==> src/rtl/spi_asym_pkg.sv <==
package spi_asym_pkg;

   typedef enum logic [1:0] {
      ST_IDLE = 2'd0,
      ST_XFER = 2'd1,
      ST_GAP  = 2'd2
   } seq_state_e;

endpackage

==> src/rtl/spi_asym_edge.sv <==
// Rising-edge detector for the request input.
module spi_asym_edge (
   input  logic clk,
   input  logic rst_n,
   input  logic lvl_i,
   output logic rise_o
);

   logic lvl_q;

   always_ff @(posedge clk or negedge rst_n) begin
      if (!rst_n) lvl_q <= 1'b0;
      else        lvl_q <= lvl_i;
   end

   assign rise_o = lvl_i & ~lvl_q;

endmodule

==> src/rtl/spi_asym_seq.sv <==
// Frame sequencer: SCK generation, bit counting, idle gap.
module spi_asym_seq
   import spi_asym_pkg::*;
#(
   parameter int TX_W = 8,
   parameter int RX_W = 16,
   parameter int GAP  = 5
) (
   input  logic clk,
   input  logic rst_n,
   input  logic rise_i,
   output logic load_o,
   output logic tx_adv_o,
   output logic rx_cap_o,
   output logic rx_last_o,
   output logic sck_o,
   output logic frame_o,
   output logic busy_o,
   output logic done_o
);

   localparam int NBITS = TX_W + RX_W;
   localparam int BCW   = (NBITS > 1) ? $clog2(NBITS) : 1;
   localparam int GCW   = (GAP > 1) ? $clog2(GAP) : 1;
   localparam logic [BCW-1:0] B_TXEND = BCW'(TX_W);
   localparam logic [BCW-1:0] B_LAST  = BCW'(NBITS - 1);
   localparam logic [GCW-1:0] G_LAST  = GCW'(GAP - 1);

   seq_state_e     state_q;
   logic [BCW-1:0] bcnt_q;
   logic [GCW-1:0] gcnt_q;
   logic           sck_q;
   logic           done_q;
   logic           fall;
   logic           last_bit;

   assign load_o    = (state_q == ST_IDLE) && rise_i;
   assign fall      = (state_q == ST_XFER) && sck_q;
   assign last_bit  = (bcnt_q == B_LAST);
   assign tx_adv_o  = fall && (bcnt_q < B_TXEND);
   assign rx_cap_o  = fall && (bcnt_q >= B_TXEND);
   assign rx_last_o = fall && last_bit;

   always_ff @(posedge clk or negedge rst_n) begin
      if (!rst_n) begin
         state_q <= ST_IDLE;
         bcnt_q  <= '0;
         gcnt_q  <= '0;
         sck_q   <= 1'b0;
         done_q  <= 1'b0;
      end else begin
         done_q <= 1'b0;
         case (state_q)
            ST_IDLE: begin
               if (rise_i) begin
                  state_q <= ST_XFER;
                  bcnt_q  <= '0;
                  sck_q   <= 1'b0;
               end
            end
            ST_XFER: begin
               sck_q <= ~sck_q;
               if (sck_q) begin
                  if (last_bit) begin
                     state_q <= ST_GAP;
                     gcnt_q  <= '0;
                     done_q  <= 1'b1;
                  end else begin
                     bcnt_q <= bcnt_q + 1'b1;
                  end
               end
            end
            ST_GAP: begin
               if (gcnt_q == G_LAST) state_q <= ST_IDLE;
               else                  gcnt_q  <= gcnt_q + 1'b1;
            end
            default: state_q <= ST_IDLE;
         endcase
      end
   end

   assign sck_o   = sck_q;
   assign frame_o = (state_q == ST_XFER);
   assign busy_o  = (state_q != ST_IDLE);
   assign done_o  = done_q;

   // SCK held low throughout the idle gap
   p_gap_sck_low_r9: assert property (@(posedge clk) disable iff (!rst_n)
      (state_q == ST_GAP) |-> !sck_q);

   // completion pulse lasts one cycle
   p_done_single_r8: assert property (@(posedge clk) disable iff (!rst_n)
      done_q |=> !done_q);

   // the gap starts with the done pulse
   p_gap_entry_r9: assert property (@(posedge clk) disable iff (!rst_n)
      $rose(state_q == ST_GAP) |-> done_q);

   // no new frame from inside the gap
   p_gap_no_frame_r3: assert property (@(posedge clk) disable iff (!rst_n)
      (state_q == ST_GAP) |=> (state_q != ST_XFER));

endmodule

==> src/rtl/spi_asym_shift.sv <==
// Command serializer and response deserializer.
module spi_asym_shift #(
   parameter int TX_W = 8,
   parameter int RX_W = 16
) (
   input  logic            clk,
   input  logic            rst_n,
   input  logic            load_i,
   input  logic [TX_W-1:0] tx_word_i,
   input  logic            tx_adv_i,
   input  logic            rx_cap_i,
   input  logic            rx_last_i,
   input  logic            cipo_i,
   output logic            copi_o,
   output logic [RX_W-1:0] rx_word_o
);

   logic [TX_W-1:0] tx_sh_q;
   logic [TX_W-1:0] tx_next;
   logic [RX_W-1:0] rx_sh_q;
   logic [RX_W-1:0] rx_next;
   logic [RX_W-1:0] rx_word_q;

   generate
      if (TX_W > 1) begin : g_tx_wide
         assign tx_next = {tx_sh_q[TX_W-2:0], 1'b0};
      end else begin : g_tx_one
         assign tx_next = 1'b0;
      end
      if (RX_W > 1) begin : g_rx_wide
         assign rx_next = {rx_sh_q[RX_W-2:0], cipo_i};
      end else begin : g_rx_one
         assign rx_next = cipo_i;
      end
   endgenerate

   always_ff @(posedge clk or negedge rst_n) begin
      if (!rst_n) begin
         tx_sh_q   <= '0;
         rx_sh_q   <= '0;
         rx_word_q <= '0;
      end else begin
         if (load_i)        tx_sh_q <= tx_word_i;
         else if (tx_adv_i) tx_sh_q <= tx_next;
         if (rx_cap_i)      rx_sh_q <= rx_next;
         if (rx_last_i)     rx_word_q <= rx_next;
      end
   end

   assign copi_o    = tx_sh_q[TX_W-1];
   assign rx_word_o = rx_word_q;

   // the final capture is also a shift-register capture
   p_last_is_cap_r7: assert property (@(posedge clk) disable iff (!rst_n)
      rx_last_i |-> rx_cap_i);

   // command bits never advance while a response bit is captured
   p_tx_rx_excl_r6: assert property (@(posedge clk) disable iff (!rst_n)
      !(tx_adv_i && rx_cap_i));

endmodule

==> src/rtl/spi_asym_ctrl.sv <==
// SPI controller: short command out, longer response in, encoded select.
module spi_asym_ctrl #(
   parameter int TX_W     = 8,
   parameter int RX_W     = 16,
   parameter int GAP      = 5,
   parameter int N_PERIPH = 4,
   parameter int SEL_W    = $clog2(N_PERIPH)
) (
   input  logic             clk,
   input  logic             rst_n,
   input  logic             start_i,
   input  logic [SEL_W-1:0] sel_i,
   input  logic [TX_W-1:0]  tx_word_i,
   input  logic             cipo_i,
   output logic             sck_o,
   output logic             copi_o,
   output logic [SEL_W-1:0] cs_code_o,
   output logic             cs_valid_o,
   output logic [RX_W-1:0]  rx_word_o,
   output logic             busy_o,
   output logic             done_o
);

   generate
      if (TX_W < 1)  begin : g_bad_tx  $error("TX_W must be at least 1"); end
      if (RX_W < 1)  begin : g_bad_rx  $error("RX_W must be at least 1"); end
      if (GAP < 1)   begin : g_bad_gap $error("GAP must be at least 1"); end
      if (N_PERIPH < 2 || (1 << SEL_W) < N_PERIPH) begin : g_bad_sel
         $error("SEL_W too narrow for N_PERIPH");
      end
   endgenerate

   logic rise;
   logic load;
   logic tx_adv;
   logic rx_cap;
   logic rx_last;
   logic [SEL_W-1:0] cs_q;

   spi_asym_edge u_edge (
      .clk    (clk),
      .rst_n  (rst_n),
      .lvl_i  (start_i),
      .rise_o (rise)
   );

   spi_asym_seq #(.TX_W(TX_W), .RX_W(RX_W), .GAP(GAP)) u_seq (
      .clk       (clk),
      .rst_n     (rst_n),
      .rise_i    (rise),
      .load_o    (load),
      .tx_adv_o  (tx_adv),
      .rx_cap_o  (rx_cap),
      .rx_last_o (rx_last),
      .sck_o     (sck_o),
      .frame_o   (cs_valid_o),
      .busy_o    (busy_o),
      .done_o    (done_o)
   );

   spi_asym_shift #(.TX_W(TX_W), .RX_W(RX_W)) u_shift (
      .clk       (clk),
      .rst_n     (rst_n),
      .load_i    (load),
      .tx_word_i (tx_word_i),
      .tx_adv_i  (tx_adv),
      .rx_cap_i  (rx_cap),
      .rx_last_i (rx_last),
      .cipo_i    (cipo_i),
      .copi_o    (copi_o),
      .rx_word_o (rx_word_o)
   );

   always_ff @(posedge clk or negedge rst_n) begin
      if (!rst_n)    cs_q <= '0;
      else if (load) cs_q <= sel_i;
   end

   assign cs_code_o = cs_q;

   // serial clock low outside a frame
   p_sck_idle_r5: assert property (@(posedge clk) disable iff (!rst_n)
      !cs_valid_o |-> !sck_o);

   // peripheral code steady across the frame
   p_cs_hold_r4: assert property (@(posedge clk) disable iff (!rst_n)
      (cs_valid_o && $past(cs_valid_o)) |-> $stable(cs_code_o));

   // data out never moves with a rising serial clock
   p_copi_setup_r6: assert property (@(posedge clk) disable iff (!rst_n)
      $rose(sck_o) |-> $stable(copi_o));

   // received word changes only with the done pulse
   p_rx_hold_r8: assert property (@(posedge clk) disable iff (!rst_n)
      !done_o |-> $stable(rx_word_o));

   // a frame is always inside the busy window
   p_busy_cover_r10: assert property (@(posedge clk) disable iff (!rst_n)
      cs_valid_o |-> busy_o);

endmodule

==> config.mk <==
export PLATFORM = sky130hd
export DESIGN_NAME = spi_asym_ctrl
export DESIGN_NICKNAME = d
export VERILOG_FILES = /design/src/rtl/spi_asym_pkg.sv /design/src/rtl/spi_asym_edge.sv /design/src/rtl/spi_asym_seq.sv /design/src/rtl/spi_asym_shift.sv /design/src/rtl/spi_asym_ctrl.sv
export SDC_FILE = /design/constraint.sdc
export NUM_CORES = 1
export LEC_CHECK = 0
export ABC_AREA = 1
export BUFFER_PORTS_ARGS = -buffer_cell sky130_fd_sc_hd__buf_2
export CAP_MARGIN = 40
export CORE_ASPECT_RATIO = 1.4
export CORE_MARGIN = 1.5
export CORE_UTILIZATION = 40
export CTS_BUF_LIST = sky130_fd_sc_hd__clkbuf_8 sky130_fd_sc_hd__clkbuf_16
export DETAILED_ROUTE_END_ITERATION = 10
export GPL_TIMING_DRIVEN = 0
export PLACE_DENSITY_LB_ADDON = 0.2
export SYNTH_ARGS = -nofsm -noshare
export SYNTH_HDL_FRONTEND = slang
export SYNTH_SLANG_ARGS = --single-unit
==> constraint.sdc <==
create_clock -name clk -period 1.4 [get_ports clk]
set_input_delay 0.14 -clock clk [delete_from_list [all_inputs] [get_ports clk]]
set_output_delay 0.14 -clock clk [all_outputs]
set_load 0.03 [all_outputs]
Word-level counts from Yosys, hierarchy flattened
Cells that the tools add are included.
{ "totals": {"register_bits": 54, "out_inout_bits": 23, "elab_cells": 61} }
{ "classes": {"addsub": 2, "n_lt_le_gt_ge": 2, "n_eq_ne": 10, "n_mux": 20, "n_bitwise": 3, "reduce_logical": 14} }
{ "ops": {"columns": ["operator", "count"], "rows": [
  ["$mux W8", 2],
  ["$mux W5", 3],
  ["$reduce_and A4 Y1", 3],
  ["$pmux W5 S2", 1],
  ["$mux W3", 3],
  ["$mux W2", 4],
  ["$ne A2 B1 Y1 const B", 4],
  ["$reduce_bool A2 Y1", 4],
  ["$pmux W2 S3", 1],
  ["$pmux W3 S2", 1],
  ["$add A5 B1 Y5 const B", 1],
  ["$eq A5 B5 Y1 const B", 1],
  ["$ge A5 B4 Y1 const B", 1],
  ["$logic_and A1 B1 Y1", 5],
  ["$lt A5 B4 Y1 const B", 1],
  ["$mux W1", 4],
  ["$ne A2 B2 Y1 const B", 2],
  ["$add A3 B1 Y3 const B", 1],
  ["$eq A3 B3 Y1 const B", 1],
  ["$eq A2 B1 Y1 const B", 1],
  ["$eq A2 B2 Y1 const B", 1],
  ["$logic_not A2 Y1", 1],
  ["$not A1 Y1", 2],
  ["$pmux W1 S2", 1],
  ["2 further kinds", 2]
]} }

Logic depth before layout (Yosys ltp)
Gate-level depths: netlist (run 1).
{ "logic_depth": {"depth_word": 5, "ltp_mapped": 8} }

Cells and area by module
From an unflattened synthesis (run 1), not the netlist that was laid out.
{ "unflattened": {"cells_unflattened": 259, "hier_area_um2": 2344.7} }
{ "modules_own_cells": {"columns": ["module", "n_inst", "cells_per_inst", "area_each_um2", "seq_area_each_um2"], "rows": [
  ["spi_asym_shift", 1, 158, 1551.5, 975.9],
  ["spi_asym_seq", 1, 89, 681.9, 300.3],
  ["spi_asym_ctrl", 1, 9, 76.3, 50.0],
  ["spi_asym_edge", 1, 3, 35.0, 25.0]
]} }

Worst setup path before layout (run 1)
OpenSTA, ideal clock, no wires.
{ "synth_timing": {"path_type": "register -> register", "start": "reg u_seq.bcnt_q[0]", "end": "reg u_shift.rx_word_q[15], in the netlist u_shift.rx_word_o[15]", "t_arrival_ns": 1.205, "slack_ns": 0.077, "path_stages_with_launch": 8, "n_path_buf": 1, "period_less_slack_ns": 1.323, "path_cell_list": "dfrtp_1 ha_1 nand2_2 nor2_4 nand2_8 buf_6 nand2_1 o21ai_2"} }
{ "synth_between": {"elab_chain_cells": 2} }
{ "synth_rtl": {"columns": ["element", "line", "text"], "rows": [
  ["from (decl)", "spi_asym_seq.sv:30", "logic [BCW-1:0] bcnt_q;"],
  ["from (signal assigned)", "spi_asym_seq.sv:69", "bcnt_q <= bcnt_q + 1'b1;"],
  ["$eq A5 B5 Y1", "spi_asym_seq.sv:39", "assign last_bit = (bcnt_q == B_LAST);"],
  ["$logic_and A1 B1 Y1", "spi_asym_seq.sv:42", "assign rx_last_o = fall && last_bit;"],
  ["to (signal assigned)", "spi_asym_shift.sv:46", "if (rx_last_i) rx_word_q <= rx_next;"],
  ["to (decl)", "spi_asym_shift.sv:22", "logic [RX_W-1:0] rx_word_q;"]
]} }
Every way passes these cells.
A chain may end at the register's enable or synchronous reset.

Final worst setup path (run 1)
{ "layout_timing": {"start": "reg u_seq.state_q[0]", "end": "reg u_shift.tx_sh_q[2]"} }
{ "layout_between": {"elab_chain_cells": 4, "elab_cells_between_ends": 7} }
{ "layout_rtl": {"columns": ["element", "line", "text"], "rows": [
  ["from (decl)", "spi_asym_seq.sv:29", "seq_state_e state_q;"],
  ["from (signal assigned)", "spi_asym_seq.sv:46", "state_q <= ST_IDLE;"],
  ["from (signal assigned)", "spi_asym_seq.sv:56", "state_q <= ST_XFER;"],
  ["from (signal assigned)", "spi_asym_seq.sv:65", "state_q <= ST_GAP;"],
  ["$eq A2 B1 Y1", "spi_asym_seq.sv:38", "assign fall = (state_q == ST_XFER) && sck_q;"],
  ["$logic_and A1 B1 Y1", "spi_asym_seq.sv:38", null],
  ["$logic_and A1 B1 Y1", "spi_asym_seq.sv:40", "assign tx_adv_o = fall && (bcnt_q < B_TXEND);"],
  ["$reduce_bool A2 Y1 (no source line)", null, null],
  ["to (signal assigned)", "spi_asym_shift.sv:43", "if (load_i) tx_sh_q <= tx_word_i;"],
  ["to (signal assigned)", "spi_asym_shift.sv:44", "else if (tx_adv_i) tx_sh_q <= tx_next;"],
  ["to (decl)", "spi_asym_shift.sv:18", "logic [TX_W-1:0] tx_sh_q;"]
]} }
Parallel ways exist; a longest one is shown, timed or not.

==> results of run 1 <==
-- power breakdown --
| part | internal [mW] | leakage, nW | total [mW] | switching, mW |
|---|---|---|---|---|
| combinational | 0.0658 | 0.918 | 0.199 | 0.133 |
| sequential | 1.61 | 0.647 | 1.63 | 0.0231 |
| clock | 0.408 | 0.0478 | 0.941 | 0.532 |
| total | 2.08 | 1.61 | 2.77 | 0.689 |
-- path summary, 6_finish.rpt --
kind	to	cells after the start	slack (ns)
min in group asynchronous	u_shift.tx_sh_q[7]	2	0.35
setup / recovery	u_shift.tx_sh_q[2]	7	0.06
setup reg to reg	u_shift.tx_sh_q[2]	7	0.06
hold / removal	u_shift.tx_sh_q[0]	3	0.03
hold reg to reg	u_shift.rx_word_o[13]	2	0.48
max in group asynchronous	u_shift.rx_sh_q[12]	3	0.49
-- kinds of logic after synthesis --
group	synth area share, %
compound gates	8.60
fa+ha+maj	2.04
buf+inv	7.54
flops	55.0
simple gates	26.8
-- per-stage QoR --
step | area, µm² | setup TNS [ns] | setup WS, ns
floorplan | 2460 | 0 | 0.0765
global placement | 2730 | -0.298 | -0.0348
detailed placement | 2750 | -0.486 | -0.0440
CTS | 2910 | 0 | 0.0185
global route | 2970 | -0.216 | -0.0265
finish | 2970 | 0 | 0.0630
-- timing repair --
action,4_1_cts,5_1_grt
buffers inserted,4,5
pin swaps,1,3
endpoints found under the setup margin,24,26
cloned,1,0
hold endpoints to repair,23,0
hold buffers,2,0
resized for setup,4,4
-- worst register-to-register path: stages, from the launching register on --
cell,delay [ns]
sky130_fd_sc_hd__dfrtp_2,0.46
sky130_fd_sc_hd__buf_4,0.16
sky130_fd_sc_hd__nand3_2,0.12
sky130_fd_sc_hd__inv_2,0.08
sky130_fd_sc_hd__nand2_2,0.19
sky130_fd_sc_hd__nand2_4,0.11
sky130_fd_sc_hd__nand2_1,0.07
sky130_fd_sc_hd__nand2_1,0.05
-- sequential cells by signal, summed over array words and instances, names as in the netlist --
| signal | flops |
|---|---|
| u_edge.lvl_q | 1 |
| u_seq.done_o | 1 |
| u_shift.tx_sh_q | 8 |
| cs_code_o | 2 |
| u_seq.sck_o | 1 |
| u_shift.rx_sh_q | 15 |
| u_seq.bcnt_q | 5 |
| u_shift.rx_word_o | 16 |
| u_seq.state_q | 2 |
| u_seq.gcnt_q | 3 |
-- synth_stat cells (2+ instances only) --
cell,n,area share [%]
sky130_fd_sc_hd__nor2_2,3,0.76
sky130_fd_sc_hd__nor2_4,2,0.92
sky130_fd_sc_hd__dfrtp_1,54,55
sky130_fd_sc_hd__nand2_2,3,0.76
sky130_fd_sc_hd__nand2_1,99,15
sky130_fd_sc_hd__inv_1,30,4.6
sky130_fd_sc_hd__buf_6,3,1.4
sky130_fd_sc_hd__nor2_1,7,1.1
sky130_fd_sc_hd__buf_2,4,0.81
sky130_fd_sc_hd__inv_2,3,0.46
sky130_fd_sc_hd__o21ai_2,15,5.3
sky130_fd_sc_hd__nand3_1,27,5.5
sky130_fd_sc_hd__ha_1,4,2.0
sky130_fd_sc_hd__o21ai_1,15,3.1
sky130_fd_sc_hd__nand4_1,4,1.0
-- layer usage --
metal  global-route usage [%]  vias up  part of all wire, %
met5                        0        -                    0
met4                     5.88        0                  1.1
met3                     3.04        5                  3.0
met2                     26.9       32                   50
met1                     20.4      917                   46
li1                         -      980                    -
-- final cells by class --
cell class,instances,area [µm²]
clock inverters,2,16.3
fillers,593,2940
repair buffers,48,288
flip-flops and latches,54,1360
inverters,33,124
clock buffers,6,82.6
plain buffers,8,61.3
well taps,70,87.6
multi-input cells,184,952
==> flow_metrics.py, run 1 <==
metrics = {
    "sta": {
        "max_slew_margin_vs_limit_pct": 62.6,
        "hold_viol": 0,
        "grt_setup_unrepaired": "yes",
        "whs_ns": 0.0335,
        "finalSetupViolations": 0,
        "worstMarginPinSlew_ns": 0.560,
        "clock-skew-final_ns": 0.00706,
        "finalCritPeriodShare_pct": 95.5,
        "final_max_slew_viol_count": 0,
        "post-route-min-period_ns": 1.34,
        "fmaxAchievable_mhz": 748,
    },
    "critical_path": {
        "worst-path-buf-inv": 2,
        "crit_type": "reg2reg",
        "startpoint_types": "flop",
        "required_time_at_the_endpoint_of_the_critical_path_ns": 1.61,
        "critPathArrivalTime_ns": 1.54,
        "timing.critical_path.cells": "buf_4 -> nand3_2 -> inv_2 -> nand2_2 -> nand2_4 -> nand2_1 -> nand2_1",
        "cp-end-kind": "flop",
        "crit_path_max_fanout": 9,
        "cp-startpoint": "u_seq.state_q[0]",
        "slowest_cp_cell": "sky130_fd_sc_hd__dfrtp_2",
        "slowest_delay_ns": 0.46,
        "cpLargestDelayFamily": "simple AND/OR/NAND/NOR gates",
        "critical_path.reg2reg.startpoint": "u_seq.state_q[0]",
        "crit_path_frequent_cell": "sky130_fd_sc_hd__nand2_1",
    },
    "cells_and_area": {
        "drive_gt1_share_pct": 29.0,
        "final-instance-count-excl-fill": 405,
        "nNetsFinal": 352,
        "mostFrequentLayoutCell": "sky130_fd_sc_hd__nand2_1",
        "final_core_util_pct": 50.2,
        "antenna_cells_inserted": 0,
        "mostFrequentLayoutCells": "sky130_fd_sc_hd__nand2_1 (99), sky130_fd_sc_hd__dfrtp_1 (51), sky130_fd_sc_hd__buf_2 (40), sky130_fd_sc_hd__inv_1 (30), sky130_fd_sc_hd__nand3_1 (27)",
        "area_added_between_synthesis_and_finish_pct": 20.7,
    },
    "synth": {
        "syn_area_per_cell_um2": 8.84,
        "yosys_warns": 0,
        "postSynthCellCount": 278,
        "dominantRegCellSynth": "sky130_fd_sc_hd__dfrtp_1",
        "seq_area_frac_synth_pct": 55.0,
        "synth_edf_count": 0,
        "asyncSetResetFlopFracSynth_pct": 100,
        "synth_cell_type_count": 20,
        "ys_seq_elements": 54,
        "mappedNetlistNets": 296,
        "post_synth_instance_area_um2": 2460,
    },
    "routing": {
        "post_drt_via_cell_ratio": 4.78,
        "dr.first_iter.drc_count": 85,
        "routed_wl_um": 4980,
        "drt_drc_violations_left": 0,
        "antenna_left": 0,
        "first_pass_iters": 4,
        "vias": 1934,
        "detail_route.wl_per_cell_um": 12.3,
    },
    "placed_design": {
        "place.port_buffers": 36,
        "dp_cells": 385,
        "place.gp.congestion": 0.753,
        "detailedPlacementHpwl_um": 3300,
    },
    "grt": {
        "largest_net_degree_at_the_start_of_global_routing": 33,
        "initial_antenna_violation_count": 0,
        "grt-ovfl-total": 0,
        "global_route_wire_length_before_repair_um": 8430,
        "grt.total_usage_pct": 15.9,
        "grt_pass1_vias": 1865,
    },
    "floorplanning": {
        "die_width_um": 69.2,
        "start_util_pct": 41.6,
        "coreArea_um2": 5900,
        "fp.dieArea_um2": 6630,
        "dieHeight_um": 95.7,
        "floorplan.io_pins": 37,
        "placementRows": 33,
    },
    "clock_tree": {
        "cts_made_buffers": 5,
        "cts_tree": "yes",
        "clock_sink_count": 54,
        "clock_transition_time_at_the_flip_flop_clock_pins_of_the_worst_setup_and_hold_paths_ns": 0.10,
        "cts-htree-levels": 2,
        "cts.root.buffer_cell": "sky130_fd_sc_hd__clkbuf_8",
        "worstSkewPairLatency_ns": 0.31,
        "clock_path_buffers": 2,
    },
    "power": {
        "vdd_drop_max_uv": 415,
        "total_leakage_power_nw": 1.61,
        "power_density_nw_per_um2": 933,
        "post-layout-total-power_mw": 2.77,
    },
    "min_path": {
        "timing.hold.worst.class": "in2reg",
        "min-delay-start": "tx_word_i[0]",
    },
    "run": {
        "cap_viol_max_count": 0,
    },
    "outcome": {
        "result_of_the_run": "completed",
    },
}
(Power assumes the default switching activity.)
==> run 2: changes to the inputs <==
- CELL_PAD_IN_SITES_DETAIL_PLACEMENT: unset -> 1
- CELL_PAD_IN_SITES_GLOBAL_PLACEMENT: unset -> 2
- CORE_UTILIZATION: 40 -> 31
==> run 2 against run 1 <==
Against the previous run:
- clock power increased by 15%
- power increased by 5.2%
- die area increased by 28%
- design area increased by 3.2%
- non-clock buffer count unchanged
- critical path depth unchanged
- clock skew increased by 0.0028 ns
- via count increased by 2.1%
- count of clock-buffer cells in the layout decreased by 1
- maximum frequency decreased by 0.91%
- sequential cell count unchanged
- largest power group unchanged
==> flow_metrics.py, run 2 (synthesized netlist as in run 1, its figures left out) <==
metrics = {
    "sta": {
        "grt_setup_unrepaired": "yes",
        "worst_path_setup_slack_after_routing_ns": 0.0507,
        "fmaxAchievable_mhz": 741,
        "worstMarginPinSlew_ns": 0.607,
        "whs_ns": 0.0122,
        "clock-skew-final_ns": 0.00987,
        "max_slew_margin_vs_limit_pct": 59.5,
        "post-route-min-period_ns": 1.35,
        "finalCritPeriodShare_pct": 96.4,
        "finalSetupViolations": 0,
        "hold_viol": 0,
        "final.setup.tns_ns": 0,
        "final_max_slew_viol_count": 0,
    },
    "clock_tree": {
        "cts_made_buffers": 5,
        "worstSkewPairLatency_ns": 0.31,
        "cts_tree": "yes",
        "clock_path_buffers": 2,
        "cts-htree-levels": 2,
        "clock_sink_count": 54,
        "cts.root.buffer_cell": "sky130_fd_sc_hd__clkbuf_8",
        "clock_transition_time_at_the_flip_flop_clock_pins_of_the_worst_setup_and_hold_paths_ns": 0.10,
    },
    "floorplanning": {
        "start_util_pct": 31.9,
        "floorplan.io_pins": 37,
        "fp.dieArea_um2": 8480,
        "die_width_um": 78.2,
        "dieHeight_um": 108,
        "placementRows": 38,
        "coreArea_um2": 7700,
    },
    "routing": {
        "drt_drc_violations_left": 0,
        "routed_wl_um": 5780,
        "detail_route.wl_per_cell_um": 13.3,
        "dr.first_iter.drc_count": 71,
        "first_pass_iters": 4,
        "post_drt_via_cell_ratio": 4.55,
        "vias": 1974,
        "antenna_left": 0,
    },
    "grt": {
        "initial_antenna_violation_count": 0,
        "global_route_wire_length_before_repair_um": 10000,
        "grt-ovfl-total": 0,
        "grt_pass1_vias": 2188,
        "grt.total_usage_pct": 15.2,
        "largest_net_degree_at_the_start_of_global_routing": 31,
    },
    "cells_and_area": {
        "layout.filler_cells": 958,
        "area_added_between_synthesis_and_finish_pct": 24.6,
        "antenna_cells_inserted": 0,
        "nNetsFinal": 351,
        "mostFrequentLayoutCell": "sky130_fd_sc_hd__nand2_1",
        "largest_reg_flops": 16,
        "drive_gt1_share_pct": 29.3,
        "mostFrequentLayoutCells": "sky130_fd_sc_hd__nand2_1 (98), sky130_fd_sc_hd__dfrtp_1 (51), sky130_fd_sc_hd__buf_2 (39), sky130_fd_sc_hd__inv_1 (30), sky130_fd_sc_hd__nand3_1 (26)",
        "final-instance-count-excl-fill": 434,
        "multiInputGateArea_um2": 963,
        "area.sequential_um2": 1360,
        "final_area_um2": 3060,
    },
    "power": {
        "total_leakage_power_nw": 1.65,
        "power_density_nw_per_um2": 952,
        "vdd_drop_max_uv": 414,
    },
    "placed_design": {
        "post-place-ws_ns": -0.0963,
        "place.port_buffers": 36,
        "detailedPlacementHpwl_um": 4040,
        "place.gp.congestion": 0.714,
        "detailed_place.area_um2": 2780,
        "dp_cells": 415,
    },
    "critical_path": {
        "crit_path_max_fanout": 8,
        "cp-startpoint": "u_seq.bcnt_q[1]",
        "required_time_at_the_endpoint_of_the_critical_path_ns": 1.61,
        "reg_to_reg_end": "u_shift.rx_word_o[11]",
        "cp-end-kind": "flop",
        "critPathArrivalTime_ns": 1.56,
        "r2r.worst_path.cells": 7,
        "startpoint_types": "flop",
        "reg2reg_slack_ns": 0.05,
        "crit_type": "reg2reg",
        "critical_path.reg2reg.startpoint": "u_seq.bcnt_q[1]",
    },
    "min_path": {
        "timing.hold.worst.class": "in2reg",
        "timing.hold.worst_path_depth": 3,
        "worstHoldEndpoint": "cs_code_o[1]",
        "min-delay-start": "sel_i[1]",
    },
    "run": {
        "cap_viol_max_count": 0,
    },
    "outcome": {
        "result_of_the_run": "completed",
    },
}
run 2: worst max path at each step:
stage	endpoint	slack (ns)	cells past startpoint
2_1_floorplan	u_shift.rx_word_o[15]	0.08	7
3_3_place_gp	u_seq.bcnt_q[3]	-0.1	6
3_5_place_dp	u_seq.bcnt_q[0]	-0.1	6
4_1_cts	u_seq.gcnt_q[0]	0.008	7
5_1_grt	u_shift.rx_word_o[5]	-0.03	7
6_report	u_shift.rx_word_o[11]	0.05	7
run 2: area by class of cell:
type,instances,share of cell area (%)
flip-flops and latches,54,44.3
multi-input cells,183,31.5
repair buffers,48,9.97
well taps,100,4.09
inverters,33,4.05
plain buffers,8,2.49
clock buffers,5,2.25
clock inverters,3,1.43
run 2: what timing repair did:
item | 4_1_cts | 5_1_grt
hold buffers | 2 | 0
endpoints found under the setup margin | 33 | 35
gates cloned | 0 | 1
buffers inserted | 3 | 5
pin swaps | 1 | 4
endpoints found under the hold margin | 25 | 0
gates resized for setup | 3 | 13
run 2: critical path, stage by stage (launching register included):
cell and delay [ns]:
sky130_fd_sc_hd__dfrtp_1 0.42, sky130_fd_sc_hd__ha_4 0.18, sky130_fd_sc_hd__nand2_4 0.06, sky130_fd_sc_hd__nor2_4 0.18, sky130_fd_sc_hd__nand2_8 0.11, sky130_fd_sc_hd__buf_4 0.16, sky130_fd_sc_hd__nand2_1 0.07, sky130_fd_sc_hd__o21ai_2 0.05
run 2: report_power, final:
part | switching, mW | total, mW | internal, mW
combinational | 0.138 | 0.206 | 0.0677
clock | 0.542 | 1.08 | 0.537
sequential | 0.0237 | 1.63 | 1.61
run 2: routing by layer:
layer,vias to the layer above,GRT usage [%],share of wire [%],wire [µm]
li1,978,-,-,-
met1,950,17.2,43,2460
met2,37,28.0,53,3040
met3,9,3.04,2.9,169
met4,0,5.48,1.9,111
met5,-,0,0,0
run 2: stage by stage:
stage	power, mW	util (%)
floorplan	1.76	-
global route	3.05	39.7
CTS	2.96	38.3
detailed placement	1.86	36.1
finish	2.91	39.7
global placement	1.85	35.9
==> run 3: changes to the inputs <==
- CORE_UTILIZATION: 31 -> 30
- PLACE_DENSITY_LB_ADDON: 0.2 -> 0.1
- SKIP_LAST_GASP: unset -> 1
- SYNTH_HIERARCHICAL: unset -> 1
==> run 3 against run 2 <==
Against the previous run:
- cell count is 4.1% lower
- wire length fell by 10%
- non-clock buffer count did not move
- first-iteration DRC count fell by 62%
- power shrank 2.0%
- clock skew fell by 0.0025 ns
- sequential share of layout area rose by 1.4 points
- synthesized area is 4.6% lower
==> flow_metrics.py, run 3 <==
metrics = {
    "sta": {
        "hold_viol": 0,
        "clock-skew-final_ns": 0.00738,
        "post-route-min-period_ns": 1.35,
        "grt_setup_unrepaired": "yes",
        "fmaxAchievable_mhz": 741,
        "finalCritPeriodShare_pct": 96.4,
        "final.setup.tns_ns": 0,
        "worstMarginPinSlew_ns": 0.751,
        "worst_path_setup_slack_after_routing_ns": 0.0502,
        "finalSetupViolations": 0,
        "final_max_slew_viol_count": 0,
        "max_slew_margin_vs_limit_pct": 49.9,
    },
    "power": {
        "switching_share_pct": 23.2,
        "post-layout-total-power_mw": 2.85,
        "netSwitchingPower_uw": 663,
        "cellInternalPower_mw": 2.19,
        "power_density_nw_per_um2": 964,
        "vdd_drop_max_uv": 494,
        "total_leakage_power_nw": 1.52,
        "combinational_power_share_pct": 6.5,
        "power_frac_seq_pct": 57.1,
        "p_clk_share_pct": 36.4,
    },
    "outcome": {
        "result_of_the_run": "completed",
    },
    "placed_design": {
        "place.port_buffers": 36,
        "place.gp.congestion": 0.678,
        "detailedPlacementHpwl_um": 3610,
        "dp_cells": 396,
        "post-place-ws_ns": -0.161,
    },
    "synth": {
        "mappedNetlistNets": 277,
        "synth_commonest_cells": "sky130_fd_sc_hd__nand2_1 (68), sky130_fd_sc_hd__dfrtp_1 (54), sky130_fd_sc_hd__inv_1 (31)",
        "syn_area_per_cell_um2": 9.05,
        "yosys-top-cells-area": "sky130_fd_sc_hd__dfrtp_1 (58%), sky130_fd_sc_hd__nand2_1 (11%), sky130_fd_sc_hd__inv_1 (5.0%)",
        "dominantRegCellSynth": "sky130_fd_sc_hd__dfrtp_1",
        "seq_area_frac_synth_pct": 57.6,
        "asyncSetResetFlopFracSynth_pct": 100,
        "post_synth_instance_area_um2": 2340,
        "synth_edf_count": 0,
        "synth_cell_type_count": 22,
        "synth_most_common_cell": "sky130_fd_sc_hd__nand2_1",
        "postSynthCellCount": 259,
        "synthDominantAreaCellType": "sky130_fd_sc_hd__dfrtp_1",
        "synth_top_area_share_pct": 57.6,
        "ys_seq_elements": 54,
        "yosys_warns": 6,
    },
    "clock_tree": {
        "cts_tree": "yes",
        "clock_path_buffers": 2,
        "clock_sink_count": 54,
        "cts_made_buffers": 5,
        "clock_transition_time_at_the_flip_flop_clock_pins_of_the_worst_setup_and_hold_paths_ns": 0.10,
        "cts.root.buffer_cell": "sky130_fd_sc_hd__clkbuf_8",
        "cts-htree-levels": 2,
        "worstSkewPairLatency_ns": 0.31,
    },
    "critical_path": {
        "critical_path.reg2reg.startpoint": "u_seq/bcnt_q[0]",
        "slowest_delay_ns": 0.42,
        "timing.critical_path.cells": "ha_4 -> nand2_1 -> inv_2 -> nand4_4 -> clkinv_4 -> buf_6 -> nor2_1 -> a21oi_2",
        "required_time_at_the_endpoint_of_the_critical_path_ns": 1.60,
        "cpLargestDelayFamily": "flip-flops",
        "worst-path-buf-inv": 3,
        "crit_path_max_fanout": 10,
        "reg_to_reg_end": "u_shift/rx_word_o[7]",
        "r2r.worst_path.cells": 8,
        "startpoint_types": "flop",
        "critPathArrivalTime_ns": 1.55,
        "reg2reg_slack_ns": 0.05,
        "crit_type": "reg2reg",
        "cp-end-kind": "flop",
        "slowest_cp_cell": "sky130_fd_sc_hd__dfrtp_1",
    },
    "cells_and_area": {
        "mostFrequentLayoutCell": "sky130_fd_sc_hd__nand2_1",
        "largest_reg_flops": 16,
        "final_core_util_pct": 38.7,
        "final-instance-count-excl-fill": 416,
        "mostFrequentLayoutCells": "sky130_fd_sc_hd__nand2_1 (67), sky130_fd_sc_hd__dfrtp_1 (53), sky130_fd_sc_hd__buf_2 (36), sky130_fd_sc_hd__inv_1 (30), sky130_fd_sc_hd__nand3_1 (20)",
        "drive_gt1_share_pct": 30.1,
        "nNetsFinal": 333,
        "area_added_between_synthesis_and_finish_pct": 26.3,
        "antenna_cells_inserted": 0,
    },
    "run": {
        "cap_viol_max_count": 0,
    },
    "routing": {
        "first_pass_iters": 4,
        "drt_drc_violations_left": 0,
        "dr.first_iter.drc_count": 27,
        "post_drt_via_cell_ratio": 4.46,
        "detail_route.wl_per_cell_um": 12.4,
        "vias": 1857,
        "antenna_left": 0,
        "routed_wl_um": 5180,
    },
    "grt": {
        "global_route_wire_length_before_repair_um": 8870,
        "grt-ovfl-total": 0,
        "initial_antenna_violation_count": 0,
        "largest_net_degree_at_the_start_of_global_routing": 32,
        "grt_pass1_vias": 1880,
        "grt.total_usage_pct": 13.4,
    },
    "floorplanning": {
        "dieHeight_um": 108,
        "die_width_um": 77.7,
        "placementRows": 38,
        "coreArea_um2": 7650,
        "floorplan.io_pins": 37,
        "fp.dieArea_um2": 8360,
        "start_util_pct": 30.6,
    },
    "min_path": {
        "min-delay-start": "tx_word_i[0]",
        "timing.hold.worst_path_depth": 3,
        "worstHoldEndpoint": "u_shift/tx_sh_q[0]",
        "timing.hold.worst.class": "in2reg",
    },
}
[run 3: changes by cell type in the layout (fill, tap and decap cells not counted), moves of 6 or more]
cell / previous run / this run
sky130_fd_sc_hd__nand2_1: 98 / 67
sky130_fd_sc_hd__o21ai_0: 0 / 14
sky130_fd_sc_hd__o21ai_2: 15 / 2
sky130_fd_sc_hd__o21ai_1: 15 / 4
sky130_fd_sc_hd__nor2_1: 6 / 16
sky130_fd_sc_hd__a21oi_1: 1 / 10
sky130_fd_sc_hd__a21oi_2: 0 / 7
sky130_fd_sc_hd__nand3_1: 26 / 20
[run 3: kinds of logic (layout without fill, tap and decap cells)]
group           count (synthesis)  count (layout)  synth area share, %
simple gates                  119             120                 22.1
flops                          54              54                 57.6
buf+inv                        44             100                 8.54
compound gates                 37              37                 9.18
fa+ha+maj                       4               4                 2.13
xor+xnor                        1               1                0.374
[run 3: final cells by class]
type                       instances  area [µm²]
sequential                        54        1350
clock buffer                       5        68.8
clock inverter                     3        41.3
fill                             924        4690
tap                              100         125
inverter                          36         140
multi-input combinational        162         855
buffer                             8        87.6
timing repair buffer              48         292
[run 3: metrics by stage]
| step | hold slack [ns] | instance area [µm²] |
|---|---|---|
| 6_report | 0.0335 | 2960 |
| 5_1_grt | 0.0402 | 2960 |
| 2_1_floorplan | -0.156 | 2350 |
| 3_5_place_dp | 0.259 | 2680 |
| 3_3_place_gp | 0.265 | 2660 |
| 4_1_cts | 0.0285 | 2880 |
[run 3: worst max path at each step]
stage                          start                    end  slack [ns]  depth (start not counted)
finish               u_seq/bcnt_q[0]   u_shift/rx_word_o[7]        0.05                          8
global route         u_seq/bcnt_q[0]        u_seq/bcnt_q[3]       -0.02                          9
CTS                 u_seq/state_q[1]     u_shift/tx_sh_q[1]       0.006                          7
detailed placement   u_seq/bcnt_q[0]  u_shift/rx_word_o[10]       -0.16                          7
global placement     u_seq/bcnt_q[0]  u_shift/rx_word_o[10]       -0.13                          7
floorplan           u_seq/state_q[0]  u_shift/rx_word_o[11]        0.02                          7
[run 3: what timing repair did]
action,4_1_cts,5_1_grt
endpoints found under the hold margin,31,0
gates cloned,0,1
pin swaps,1,4
hold buffers,2,0
gates resized for setup,5,21
setup endpoints to repair,24,43
buffers inserted,8,1
[run 3: worst reg2reg max path, cell delays in order, from the launching register on]
cell,delay [ns]
sky130_fd_sc_hd__dfrtp_1,0.42
sky130_fd_sc_hd__ha_4,0.17
sky130_fd_sc_hd__nand2_1,0.08
sky130_fd_sc_hd__inv_2,0.06
sky130_fd_sc_hd__nand4_4,0.09
sky130_fd_sc_hd__clkinv_4,0.10
sky130_fd_sc_hd__buf_6,0.15
sky130_fd_sc_hd__nor2_1,0.15
sky130_fd_sc_hd__a21oi_2,0.04
[run 3: layer usage]
layer / vias up / GRT usage (%) / wire, µm
met5: - / 0 / 0
met4: 0 / 3.90 / 52
met3: 5 / 2.54 / 126
met2: 22 / 23.5 / 2690
met1: 910 / 16.5 / 2310
li1: 920 / - / -
[run 3: power by group through the flow]
stage / Clock (mW) / Sequential, mW / Combinational [mW]
global route: 1.15 / 1.64 / 0.210
CTS: 1.09 / 1.63 / 0.191
detailed placement: 0 / 1.66 / 0.187
global placement: 0 / 1.66 / 0.178
finish: 1.04 / 1.63 / 0.186
floorplan: 0 / 1.71 / 0.0441
